<file path="src/rtl/keyed_regs_pkg.sv">
// Package: shared types and fixed bus constants of the keyed register block.
// Assumes byte addresses up to 32 bits and 16-bit write data.
package keyed_regs_pkg;

    // Register chosen by a payload address
    typedef enum logic [2:0] {
        TGT_NONE = 3'd0,
        TGT_ROM  = 3'd1,
        TGT_RAM  = 3'd2,
        TGT_WEN  = 3'd3,
        TGT_NAND = 3'd4
    } tgt_e;

    // Frame phase of the sequencer
    typedef enum logic [1:0] {
        PH_KEY = 2'd0,
        PH_PAY = 2'd1,
        PH_CLS = 2'd2
    } phase_e;

    localparam int KEY_LEN = 4;

    localparam logic [31:0] KEY_ADDR [KEY_LEN] = '{
        32'h09FE_0000, 32'h0800_0000, 32'h0802_0000, 32'h0804_0000
    };
    localparam logic [15:0] KEY_DATA [KEY_LEN] = '{
        16'hD200, 16'h1500, 16'hD200, 16'h1500
    };

    localparam logic [31:0] CLOSE_ADDR = 32'h09FC_0000;
    localparam logic [15:0] CLOSE_DATA = 16'h1500;

    localparam logic [31:0] ROM_ADDR  = 32'h0988_0000;
    localparam logic [31:0] RAM_ADDR  = 32'h09C0_0000;
    localparam logic [31:0] WEN_ADDR  = 32'h09C4_0000;
    localparam logic [31:0] NAND_ADDR = 32'h0940_0000;

    localparam logic [15:0] WEN_OPEN = 16'h1500;
    localparam logic [15:0] WEN_SHUT = 16'hD200;

    // ROM page register field positions (consumed by the output map)
    localparam int ROM_OS_BIT  = 15;
    localparam int ROM_BANK_LO = 12;

    // Reset value of the ROM page register: OS mode, bank 0, page 0
    localparam logic [15:0] ROM_RESET = 16'h8000;

endpackage

</file>
<file path="src/rtl/keyed_addr_dec.sv">
// Module: maps a payload address to the register it selects.
// Assumes exact address match; anything else decodes to TGT_NONE.
module keyed_addr_dec
    import keyed_regs_pkg::*;
#(
    parameter int ADDR_W = 32
) (
    input  logic [ADDR_W-1:0] addr_i,
    output tgt_e              tgt_o
);

    // Compare the address against each register location
    always_comb begin
        tgt_o = TGT_NONE;
        if (addr_i == ROM_ADDR[ADDR_W-1:0])       tgt_o = TGT_ROM;
        else if (addr_i == RAM_ADDR[ADDR_W-1:0])  tgt_o = TGT_RAM;
        else if (addr_i == WEN_ADDR[ADDR_W-1:0])  tgt_o = TGT_WEN;
        else if (addr_i == NAND_ADDR[ADDR_W-1:0]) tgt_o = TGT_NAND;
    end

endmodule

</file>
<file path="src/rtl/keyed_seq.sv">
// Module: frame sequencer. Checks the key writes in order, parks the payload
// and its decoded target, and raises commit for one cycle on a valid close.
// Assumes at most one write per cycle; cycles without bus_wr hold the state.
module keyed_seq
    import keyed_regs_pkg::*;
#(
    parameter int ADDR_W = 32,
    parameter int DATA_W = 16
) (
    input  logic              clk,
    input  logic              rst_n,
    input  logic              wr_i,
    input  logic [ADDR_W-1:0] addr_i,
    input  logic [DATA_W-1:0] data_i,
    input  tgt_e              dec_tgt_i,
    output logic              commit_o,
    output tgt_e              commit_tgt_o,
    output logic [DATA_W-1:0] commit_data_o
);

    localparam int CNT_W = (KEY_LEN > 1) ? $clog2(KEY_LEN) : 1;
    localparam logic [CNT_W-1:0] LAST_STEP = CNT_W'(KEY_LEN - 1);

    logic [KEY_LEN-1:0] key_hit;
    logic               close_hit;
    phase_e             ph_q, ph_d;
    logic [CNT_W-1:0]   step_q, step_d;
    tgt_e               pend_tgt_q;
    logic [DATA_W-1:0]  pend_data_q;

    // One matcher per key step
    for (genvar k = 0; k < KEY_LEN; k++) begin : g_key
        assign key_hit[k] = wr_i
                          && (addr_i == KEY_ADDR[k][ADDR_W-1:0])
                          && (data_i == KEY_DATA[k][DATA_W-1:0]);
    end

    assign close_hit = wr_i
                     && (addr_i == CLOSE_ADDR[ADDR_W-1:0])
                     && (data_i == CLOSE_DATA[DATA_W-1:0]);

    // Next phase, key step and commit strobe
    always_comb begin
        ph_d     = ph_q;
        step_d   = step_q;
        commit_o = 1'b0;
        if (wr_i) begin
            unique case (ph_q)
                PH_KEY: begin
                    if (key_hit[step_q]) begin
                        if (step_q == LAST_STEP) begin
                            ph_d   = PH_PAY;
                            step_d = '0;
                        end else begin
                            step_d = step_q + 1'b1;
                        end
                    end else begin
                        step_d = key_hit[0] ? CNT_W'(1) : '0;
                    end
                end
                PH_PAY: begin
                    ph_d = PH_CLS;
                end
                PH_CLS: begin
                    ph_d = PH_KEY;
                    if (close_hit) begin
                        commit_o = 1'b1;
                        step_d   = '0;
                    end else begin
                        step_d = key_hit[0] ? CNT_W'(1) : '0;
                    end
                end
                default: begin
                    ph_d   = PH_KEY;
                    step_d = '0;
                end
            endcase
        end
    end

    // Frame state registers
    always_ff @(posedge clk) begin
        if (!rst_n) begin
            ph_q   <= PH_KEY;
            step_q <= '0;
        end else begin
            ph_q   <= ph_d;
            step_q <= step_d;
        end
    end

    // Pending payload capture in the payload slot
    always_ff @(posedge clk) begin
        if (!rst_n) begin
            pend_tgt_q  <= TGT_NONE;
            pend_data_q <= '0;
        end else if (wr_i && ph_q == PH_PAY) begin
            pend_tgt_q  <= dec_tgt_i;
            pend_data_q <= data_i;
        end
    end

    assign commit_tgt_o  = pend_tgt_q;
    assign commit_data_o = pend_data_q;

endmodule

</file>
<file path="src/rtl/keyed_reg_file.sv">
// Module: the committed control registers, written only on a commit strobe.
// Assumes commit data carries the full payload word of the frame.
module keyed_reg_file
    import keyed_regs_pkg::*;
#(
    parameter int DATA_W     = 16,
    parameter int RAM_PAGE_W = 16
) (
    input  logic                  clk,
    input  logic                  rst_n,
    input  logic                  commit_i,
    input  tgt_e                  tgt_i,
    input  logic [DATA_W-1:0]     data_i,
    output logic [DATA_W-1:0]     rom_q,
    output logic [RAM_PAGE_W-1:0] ram_q,
    output logic                  wen_q,
    output logic [1:0]            nand_q
);

    // ROM page/mode register
    always_ff @(posedge clk) begin
        if (!rst_n)                            rom_q <= ROM_RESET[DATA_W-1:0];
        else if (commit_i && tgt_i == TGT_ROM) rom_q <= data_i;
    end

    // RAM page register
    always_ff @(posedge clk) begin
        if (!rst_n)                            ram_q <= '0;
        else if (commit_i && tgt_i == TGT_RAM) ram_q <= data_i[RAM_PAGE_W-1:0];
    end

    // Write-enable flag: two recognised codes, others leave it alone
    always_ff @(posedge clk) begin
        if (!rst_n) begin
            wen_q <= 1'b0;
        end else if (commit_i && tgt_i == TGT_WEN) begin
            if (data_i == WEN_OPEN[DATA_W-1:0])      wen_q <= 1'b1;
            else if (data_i == WEN_SHUT[DATA_W-1:0]) wen_q <= 1'b0;
        end
    end

    // NAND control: bit 1 width, bit 0 enable
    always_ff @(posedge clk) begin
        if (!rst_n)                             nand_q <= 2'b00;
        else if (commit_i && tgt_i == TGT_NAND) nand_q <= data_i[1:0];
    end

endmodule

</file>
<file path="src/rtl/keyed_out_map.sv">
// Module: turns the committed register words into mapping outputs.
// Assumes the ROM page register layout given by the package positions.
module keyed_out_map
    import keyed_regs_pkg::*;
#(
    parameter int DATA_W     = 16,
    parameter int ROM_PAGE_W = 9,
    parameter int PAGE_SHIFT = 17,
    parameter int BANK_W     = 2
) (
    input  logic [DATA_W-1:0]                rom_i,
    input  logic [1:0]                       nand_i,
    output logic [ROM_PAGE_W+PAGE_SHIFT-1:0] rom_offset_o,
    output logic [BANK_W-1:0]                nor_bank_o,
    output logic                             os_mode_o,
    output logic                             nand_en_o,
    output logic                             nand_wide_o
);

    logic unused_rom_bits;

    // Mode, masked bank and page-to-offset conversion
    always_comb begin
        os_mode_o    = rom_i[ROM_OS_BIT];
        nor_bank_o   = os_mode_o ? rom_i[ROM_BANK_LO +: BANK_W] : '0;
        rom_offset_o = {rom_i[ROM_PAGE_W-1:0], {PAGE_SHIFT{1'b0}}};
        nand_en_o    = nand_i[0];
        nand_wide_o  = nand_i[1];
    end

    assign unused_rom_bits = ^{rom_i[DATA_W-2:ROM_BANK_LO+BANK_W],
                               rom_i[ROM_BANK_LO-1:ROM_PAGE_W]};

endmodule

</file>
<file path="src/rtl/keyed_bank_regs.sv">
// Module: top of the keyed page and bank control block. Every register
// update needs a key, one address-selected payload and a closing write.
// Assumes one 16-bit write per cycle at most, byte addressed.
module keyed_bank_regs
    import keyed_regs_pkg::*;
#(
    parameter int ADDR_W     = 32,
    parameter int DATA_W     = 16,
    parameter int ROM_PAGE_W = 9,
    parameter int PAGE_SHIFT = 17,
    parameter int BANK_W     = 2,
    parameter int RAM_PAGE_W = 16
) (
    input  logic                             clk,
    input  logic                             rst_n,
    input  logic                             bus_wr,
    input  logic [ADDR_W-1:0]                bus_addr,
    input  logic [DATA_W-1:0]                bus_wdata,
    output logic [ROM_PAGE_W+PAGE_SHIFT-1:0] rom_offset,
    output logic [BANK_W-1:0]                nor_bank,
    output logic                             os_mode,
    output logic [RAM_PAGE_W-1:0]            ram_page,
    output logic                             wr_open,
    output logic                             nand_en,
    output logic                             nand_wide
);

    tgt_e              dec_tgt;
    logic              seq_commit;
    tgt_e              seq_tgt;
    logic [DATA_W-1:0] seq_data;
    logic [DATA_W-1:0] rom_word;
    logic [1:0]        nand_word;

    keyed_addr_dec #(.ADDR_W(ADDR_W)) u_dec (
        .addr_i (bus_addr),
        .tgt_o  (dec_tgt)
    );

    keyed_seq #(.ADDR_W(ADDR_W), .DATA_W(DATA_W)) u_seq (
        .clk           (clk),
        .rst_n         (rst_n),
        .wr_i          (bus_wr),
        .addr_i        (bus_addr),
        .data_i        (bus_wdata),
        .dec_tgt_i     (dec_tgt),
        .commit_o      (seq_commit),
        .commit_tgt_o  (seq_tgt),
        .commit_data_o (seq_data)
    );

    keyed_reg_file #(.DATA_W(DATA_W), .RAM_PAGE_W(RAM_PAGE_W)) u_regs (
        .clk      (clk),
        .rst_n    (rst_n),
        .commit_i (seq_commit),
        .tgt_i    (seq_tgt),
        .data_i   (seq_data),
        .rom_q    (rom_word),
        .ram_q    (ram_page),
        .wen_q    (wr_open),
        .nand_q   (nand_word)
    );

    keyed_out_map #(
        .DATA_W(DATA_W), .ROM_PAGE_W(ROM_PAGE_W),
        .PAGE_SHIFT(PAGE_SHIFT), .BANK_W(BANK_W)
    ) u_map (
        .rom_i        (rom_word),
        .nand_i       (nand_word),
        .rom_offset_o (rom_offset),
        .nor_bank_o   (nor_bank),
        .os_mode_o    (os_mode),
        .nand_en_o    (nand_en),
        .nand_wide_o  (nand_wide)
    );

endmodule

</file>
<file path="config.mk">
export PLATFORM = sky130hd
export DESIGN_NAME = keyed_bank_regs
export DESIGN_NICKNAME = d
export VERILOG_FILES = /design/src/rtl/keyed_regs_pkg.sv /design/src/rtl/keyed_addr_dec.sv /design/src/rtl/keyed_seq.sv /design/src/rtl/keyed_reg_file.sv /design/src/rtl/keyed_out_map.sv /design/src/rtl/keyed_bank_regs.sv
export SDC_FILE = /design/constraint.sdc
export NUM_CORES = 1
export LEC_CHECK = 0
export ABC_AREA = 0
export BUFFER_PORTS_ARGS = -buffer_cell sky130_fd_sc_hd__buf_2
export CAP_MARGIN = 10
export CORE_MARGIN = 2
export CORE_UTILIZATION = 30
export DETAILED_ROUTE_END_ITERATION = 6
export RECOVER_POWER = 25
export SLEW_MARGIN = 25
export SYNTH_ARGS = -nofsm -noshare
export SYNTH_HDL_FRONTEND = slang
export SYNTH_HIERARCHICAL = 1
export SYNTH_SLANG_ARGS = --single-unit
</file>
<file path="constraint.sdc">
create_clock -name clk -period 3.9 [get_ports clk]
set_input_delay 0.585 -clock clk [delete_from_list [all_inputs] [get_ports clk]]
set_output_delay 0.585 -clock clk [all_outputs]
set_load 0.005 [all_outputs]
</file>
==> metrics, run 1 <==
maximum frequency from static timing analysis=a little under 400 MHz; number of pins exceeding their max-slew limit in the final report=0; fraction of final layout cells with drive strength greater than 1=21.7%; area of the die=slightly above 0.01 mm2; average vias per placed instance=5.04; Period Utilization, post-route=66.3%; leakage power summed over all cells=approximately 1.2 nW; number of max-cap violations=0; CTS Buffer Depth=2; worst clock skew=around 0.009 ns; WP data arrival=around 2.8 ns; worst slew pin tran=0.813 ns; minimum clock period=2.58 ns; setup repair after global routing missed its margin=false; final standard cell count with taps included and fillers excluded=522; endpoint type of the worst setup path=register; Via Count=2633; total of fill cells in the finished design=990; number of gates resized after CTS=0; die height=101 um; required time worst endpoint=4.13 ns; level count of the clock H-tree=2; antenna violation net count after detailed routing=0; routability cong.=0.872; clock tree from TritonCTS=done; worst hold margin=0.467 ns; number of setup buffers added after CTS=0; average wire per standard cell=14.3 um; Total Routing Usage GR=14.5%; IR drop worst, VDD=slightly below 0.2 mV; vias in the first global route=2476; average cell area after synthesis=8.08 um2; detailed placer's ending HPWL=approximately 5700 um; minimum setup slack in the final design=1.32 ns; clk root buf=clkbuf_8; Chip Width=101 um; DRC violation count after routing=0; register-to-register setup slack=1.85 ns; count of buffers inserted at the top-level ports=81; routed wire length=7450 um; total negative slack for setup checks=0 ns; Reg clk slew, reported paths=0.10 ns; fin nets=462; total clock buffers created by CTS=5; clock net sink count=54; Worst Setup Start Kind=input pin; largest net degree at the start of global routing=58; post-placement worst setup slack=1.03 ns; boundary pin count=99; count of hold-fix buffers inserted at cts=0; final-report setup violation count=0; hold violation count in the final report=0; result of the run=finished clean; clock latency on the worst-skew pair=roughly 0.30 ns; initial antenna violation count=0; Slew HR=roughly 46%; synthesis-to-finish area growth=15.3%; number of placed cells counting well taps=~510; Critical Path Slowest Stage Cell=nor2_1; largest stage delay on the critical path=0.57 ns; Core Box Area=0.00920 mm2; CP cell instances=buf_2 > nor4b_1 > nand4_1 > nor3_1 > and4_1 > nand3b_1 > nor2_1 > nand2_1 > a21boi_0; remaining global-route overflow=0; starting DRC count in detailed routing=139; detailed-routing iteration count for the pre-antenna-repair pass=4; cell count after synthesis=350; post-synthesis instance area=about 0.0028 mm2; kind of path behind the tightest hold check=reg -> reg; row count=35; Ys Warns=6; antenna cell count=0; power per cell area=approximately 300 mW/mm2; Initial Util=30.7%; worst-path fanout max=12; kind of critical path=in -> reg; wire length of the first global-routing pass=~12000 um
==> metal layers <==
metal	GRT usage [%]	vias to the layer above	share of wire (%)
met5	0	-	0
met1	20.1	1186	47
met3	2.64	12	7.0
met2	22.2	125	44
li1	-	1310	-
met4	5.51	0	1.7
==> critical path, delay by kind of cell <==
kind	cells	cell delay (ns)
buffers and inverters	1	0.17
and+or+nand+nor	7	1.89
AOI/OAI and AO/OA	1	0.17
==> power breakdown <==
part	leakage [nW]	switching (mW)	internal, mW
combinational	0.664	0.0427	0.0331
clock	0.0514	0.175	0.192
sequential	0.435	0.000000000000000221	0.551
total	1.15	0.218	0.776
==> final cells by class <==
cell class | instances | area (um2) | area share [%]
clock buffers | 6 | 72.6 | 2.23
clock inverters | 2 | 37.5 | 1.15
inverters | 1 | 3.75 | 0.115
multi-input cells | 266 | 1530 | 46.8
flip-flops and latches | 54 | 1080 | 33.2
well taps | 111 | 139 | 4.26
repair buffers | 82 | 400 | 12.3
==> path summary, 6_finish.rpt <==
kind,start,endpoint,cells past startpoint
max,bus_wr,u_regs/rom_q[5],9
min,u_regs/ram_q[1],u_regs/ram_q[1],2
max reg2reg,u_seq/ph_q[0],u_regs/rom_q[5],6
min reg2reg,u_regs/ram_q[1],u_regs/ram_q[1],2
==> flip-flops by register name, indices dropped and copies added (netlist names) <==
| name | cells |
|---|---|
| u_seq/commit_tgt_o | 3 |
| u_seq/ph_q | 2 |
| u_seq/step_q | 2 |
| u_seq/commit_data_o | 16 |
| u_regs/nand_q | 2 |
| u_regs/wen_q | 1 |
| u_regs/ram_q | 16 |
| u_regs/rom_q | 12 |
==> cells in the final DEF (no fill, tap or decap), types with 2 or more instances in the layout <==
cell and n:
dfxtp_1 54, buf_2 71, nand4bb_1 3, a21boi_0 46
clkbuf_1 11, nand2_1 101, and2_1 2, nor3_1 8
nand4_1 7, nand2b_1 3, nor3b_1 2, nor2_1 5
nand3b_1 3, nor4b_1 9, or2_2 2, mux2i_1 2
nand4b_1 2, or4_1 2, conb_1 17, clkbuf_8 5
nand3_1 7, o21ai_0 3, nor4_1 18, nor2b_1 4
nor4b_2 2, a21boi_1 2
==> metrics by stage <==
stage	cell area, um2	utilization, %	power (mW)
global placement	3160	34.4	0.637
floorplan	2890	-	0.603
detailed placement	3160	34.4	0.639
global route	3260	35.4	1.03
CTS	3270	35.6	1.00
finish	3260	35.4	0.994
Note: power is estimated with default switching activity, not from simulation.
==> run 2, diff against run 1 <==
==> constraint.sdc (replaced) <==
create_clock -name clk -period 2.3 [get_ports clk]
set_input_delay 0.345 -clock clk [delete_from_list [all_inputs] [get_ports clk]]
set_output_delay 0.345 -clock clk [all_outputs]
set_load 0.005 [all_outputs]
==> run 2 against run 1 <==
Compared with the run above: utilization up 2.1 points; wire length fell by 0.86%; non-clock buffer count rose by 28; clock-buffer cell count increased by 1.
==> metrics, run 2 (synthesis results as in run 1) <==
area of the die=0.0102 mm2 (unchanged); remaining global-route overflow=0 (unchanged); routed wire length=7380 um (was 7450 um); Chip Width=101 um (unchanged); clk root buf=clkbuf_8 (unchanged); minimum setup slack in the final design=0.0993 ns (was 1.32 ns); R2R depth=6 (unchanged); number of pins exceeding their max-slew limit in the final report=0 (unchanged); Initial Util=30.7% (unchanged); count of buffers inserted at the top-level ports=81 (unchanged); average wire per standard cell=13.4 um (was 14.3 um); worst clock skew=0.00536 ns (was 0.00887 ns); level count of the clock H-tree=2 (unchanged); wire length of the first global-routing pass=11600 um (was 11800 um); vias in the first global route=2415 (was 2476); capture point of the worst path=u_regs/wen_q (was u_regs/rom_q[5]); Core Box Area=0.00920 mm2 (unchanged); Total Routing Usage GR=14.1% (was 14.5%); post-placement worst setup slack=-0.218 ns (was 1.03 ns); worst reg2reg startpoint=u_seq/ph_q[0] (unchanged); clock tree from TritonCTS=done (unchanged); total of fill cells in the finished design=981 (was 990); largest stage delay on the critical path=0.48 ns (was 0.57 ns); WP data arrival=2.44 ns (was 2.82 ns); number of max-cap violations=0 (unchanged); final-report setup violation count=0 (unchanged); row count=35 (unchanged); boundary pin count=99 (unchanged); Crit Reg-Reg Endpoint=u_regs/wen_q (was u_regs/rom_q[5]); Critical Path Slowest Stage Cell=or4_1 (was nor2_1); most frequent standard cell in the layout excluding fill and tap cells=nand2_1 (unchanged); worst-path fanout max=2 (was 12); hold violation count in the final report=0 (unchanged); kind of path behind the tightest hold check=in -> reg (was reg -> reg); placed cell areas=0.00337 mm2 (was 0.00316 mm2); antenna violation net count after detailed routing=0 (unchanged); die height=101 um (unchanged); initial antenna violation count=0 (unchanged); maximum frequency from static timing analysis=454 MHz; endpoint type of the worst setup path=register (unchanged); routability cong.=0.873 (was 0.872); overall power after layout=1.62 mW (was 994 uW); setup repair after global routing missed its margin=false (unchanged); clock latency on the worst-skew pair=0.30 ns (about the same); leakage power summed over all cells=1.27 nW (was 1.15 nW); Via Count=2646 (was 2633); total clock buffers created by CTS=5 (unchanged); Period Utilization, post-route=95.7%; Worst Setup Start Kind=input pin (unchanged); power per cell area=469 mW/mm2 (was 305 mW/mm2); register-to-register setup slack=0.38 ns (was 1.85 ns); fraction of final layout cells with drive strength greater than 1=26.4% (was 21.7%); detailed-routing iteration count for the pre-antenna-repair pass=4 (unchanged); number of gates resized after CTS=0 (unchanged); largest net degree at the start of global routing=52 (was 58); average vias per placed instance=4.81 (was 5.04); worst hold margin=0.310 ns (was 0.467 ns); synthesis-to-finish area growth=22.3% (was 15.3%); antenna cell count=0 (unchanged); minimum clock period=2.20 ns; Reg clk slew, reported paths=0.09 ns (was 0.10 ns); Critical Path Source=bus_addr[31] (was bus_wr); detailed placer's ending HPWL=5790 um (was 5680 um); result of the run=finished clean (unchanged); starting DRC count in detailed routing=100 (was 139); leading cell types in the layout, fill and taps excluded=101 x nand2_1, 69 x buf_2, 54 x dfxtp_1 (was 101 x nand2_1, 71 x buf_2, 54 x dfxtp_1); CP cell instances=buf_2 > nor4b_1 > nand4_1 > nor3_2 > and4_1 > nand3b_1 > nand4b_1 > or4_1 > a21boi_1 (was buf_2 > nor4b_1 > nand4_1 > nor3_1 > and4_1 > nand3b_1 > nor2_1 > nand2_1 > a21boi_0); IR drop worst, VDD=0.191 mV (was 0.195 mV); DRC violation count after routing=0 (unchanged); fin nets=490 (was 462); number of setup buffers added after CTS=0 (unchanged); kind of critical path=in -> reg (unchanged); clock net sink count=54 (unchanged); CTS Buffer Depth=2 (unchanged); required time worst endpoint=2.54 ns (was 4.13 ns); count of hold-fix buffers inserted at cts=0 (unchanged); design area=0.00346 mm2 (was 0.00326 mm2)
## run 2: per-layer routing
layer,track usage (%),wire (um)
met5,0,0
met4,3.74,51
met3,2.57,433
met2,23.1,3350
met1,19.2,3550
## run 2: how the worst min path moves through the flow
| stage | endpoint | depth (start not counted) | slack [ns] | start |
|---|---|---|---|---|
| 2_1_floorplan | u_regs/rom_q[12] | 2 | 0.44 | u_regs/rom_q[12] |
| 3_3_place_gp | u_regs/rom_q[5] | 2 | 0.45 | u_regs/rom_q[5] |
| 3_5_place_dp | u_regs/ram_q[9] | 2 | 0.46 | u_regs/ram_q[9] |
| 4_1_cts | u_seq/commit_data_o[9] | 3 | 0.30 | bus_wdata[9] |
| 5_1_grt | u_seq/commit_data_o[8] | 3 | 0.31 | bus_wdata[8] |
| 6_report | u_seq/commit_data_o[9] | 3 | 0.31 | bus_wdata[9] |
## run 2: where the power goes
group	total [mW]	internal [mW]	switching, mW
combinational	0.155	0.0788	0.0761
clock	0.532	0.243	0.288
sequential	0.934	0.934	0.000000000000000380
total	1.62	1.26	0.364
## run 2: through the flow
stage / setup TNS (ns) / std cells / utilization, %
2_1_floorplan: 0 / 366 / -
3_3_place_gp: -3.55 / 542 / 36.6
3_5_place_dp: -4.83 / 542 / 36.6
4_1_cts: 0 / 550 / 37.6
5_1_grt: 0 / 550 / 37.6
6_report: 0 / 550 / 37.6
## run 2: layout make-up
cell class | instances | area [um2] | share of cell area [%]
Timing Repair Buffer | 110 | 608 | 17.6
Inverter | 1 | 3.75 | 0.109
Clock buffer | 7 | 86.3 | 2.50
Tap cell | 111 | 139 | 4.02
Sequential cell | 54 | 1080 | 31.3
Clock inverter | 1 | 5.00 | 0.145
Multi-Input combinational cell | 266 | 1530 | 44.4
## run 2: worst max-delay path, delay by kind of cell
| kind | cells | cell delay, ns |
|---|---|---|
| buffers and inverters | 1 | 0.10 |
| AOI/OAI and AO/OA | 1 | 0.15 |
| and+or+nand+nor | 7 | 1.83 |
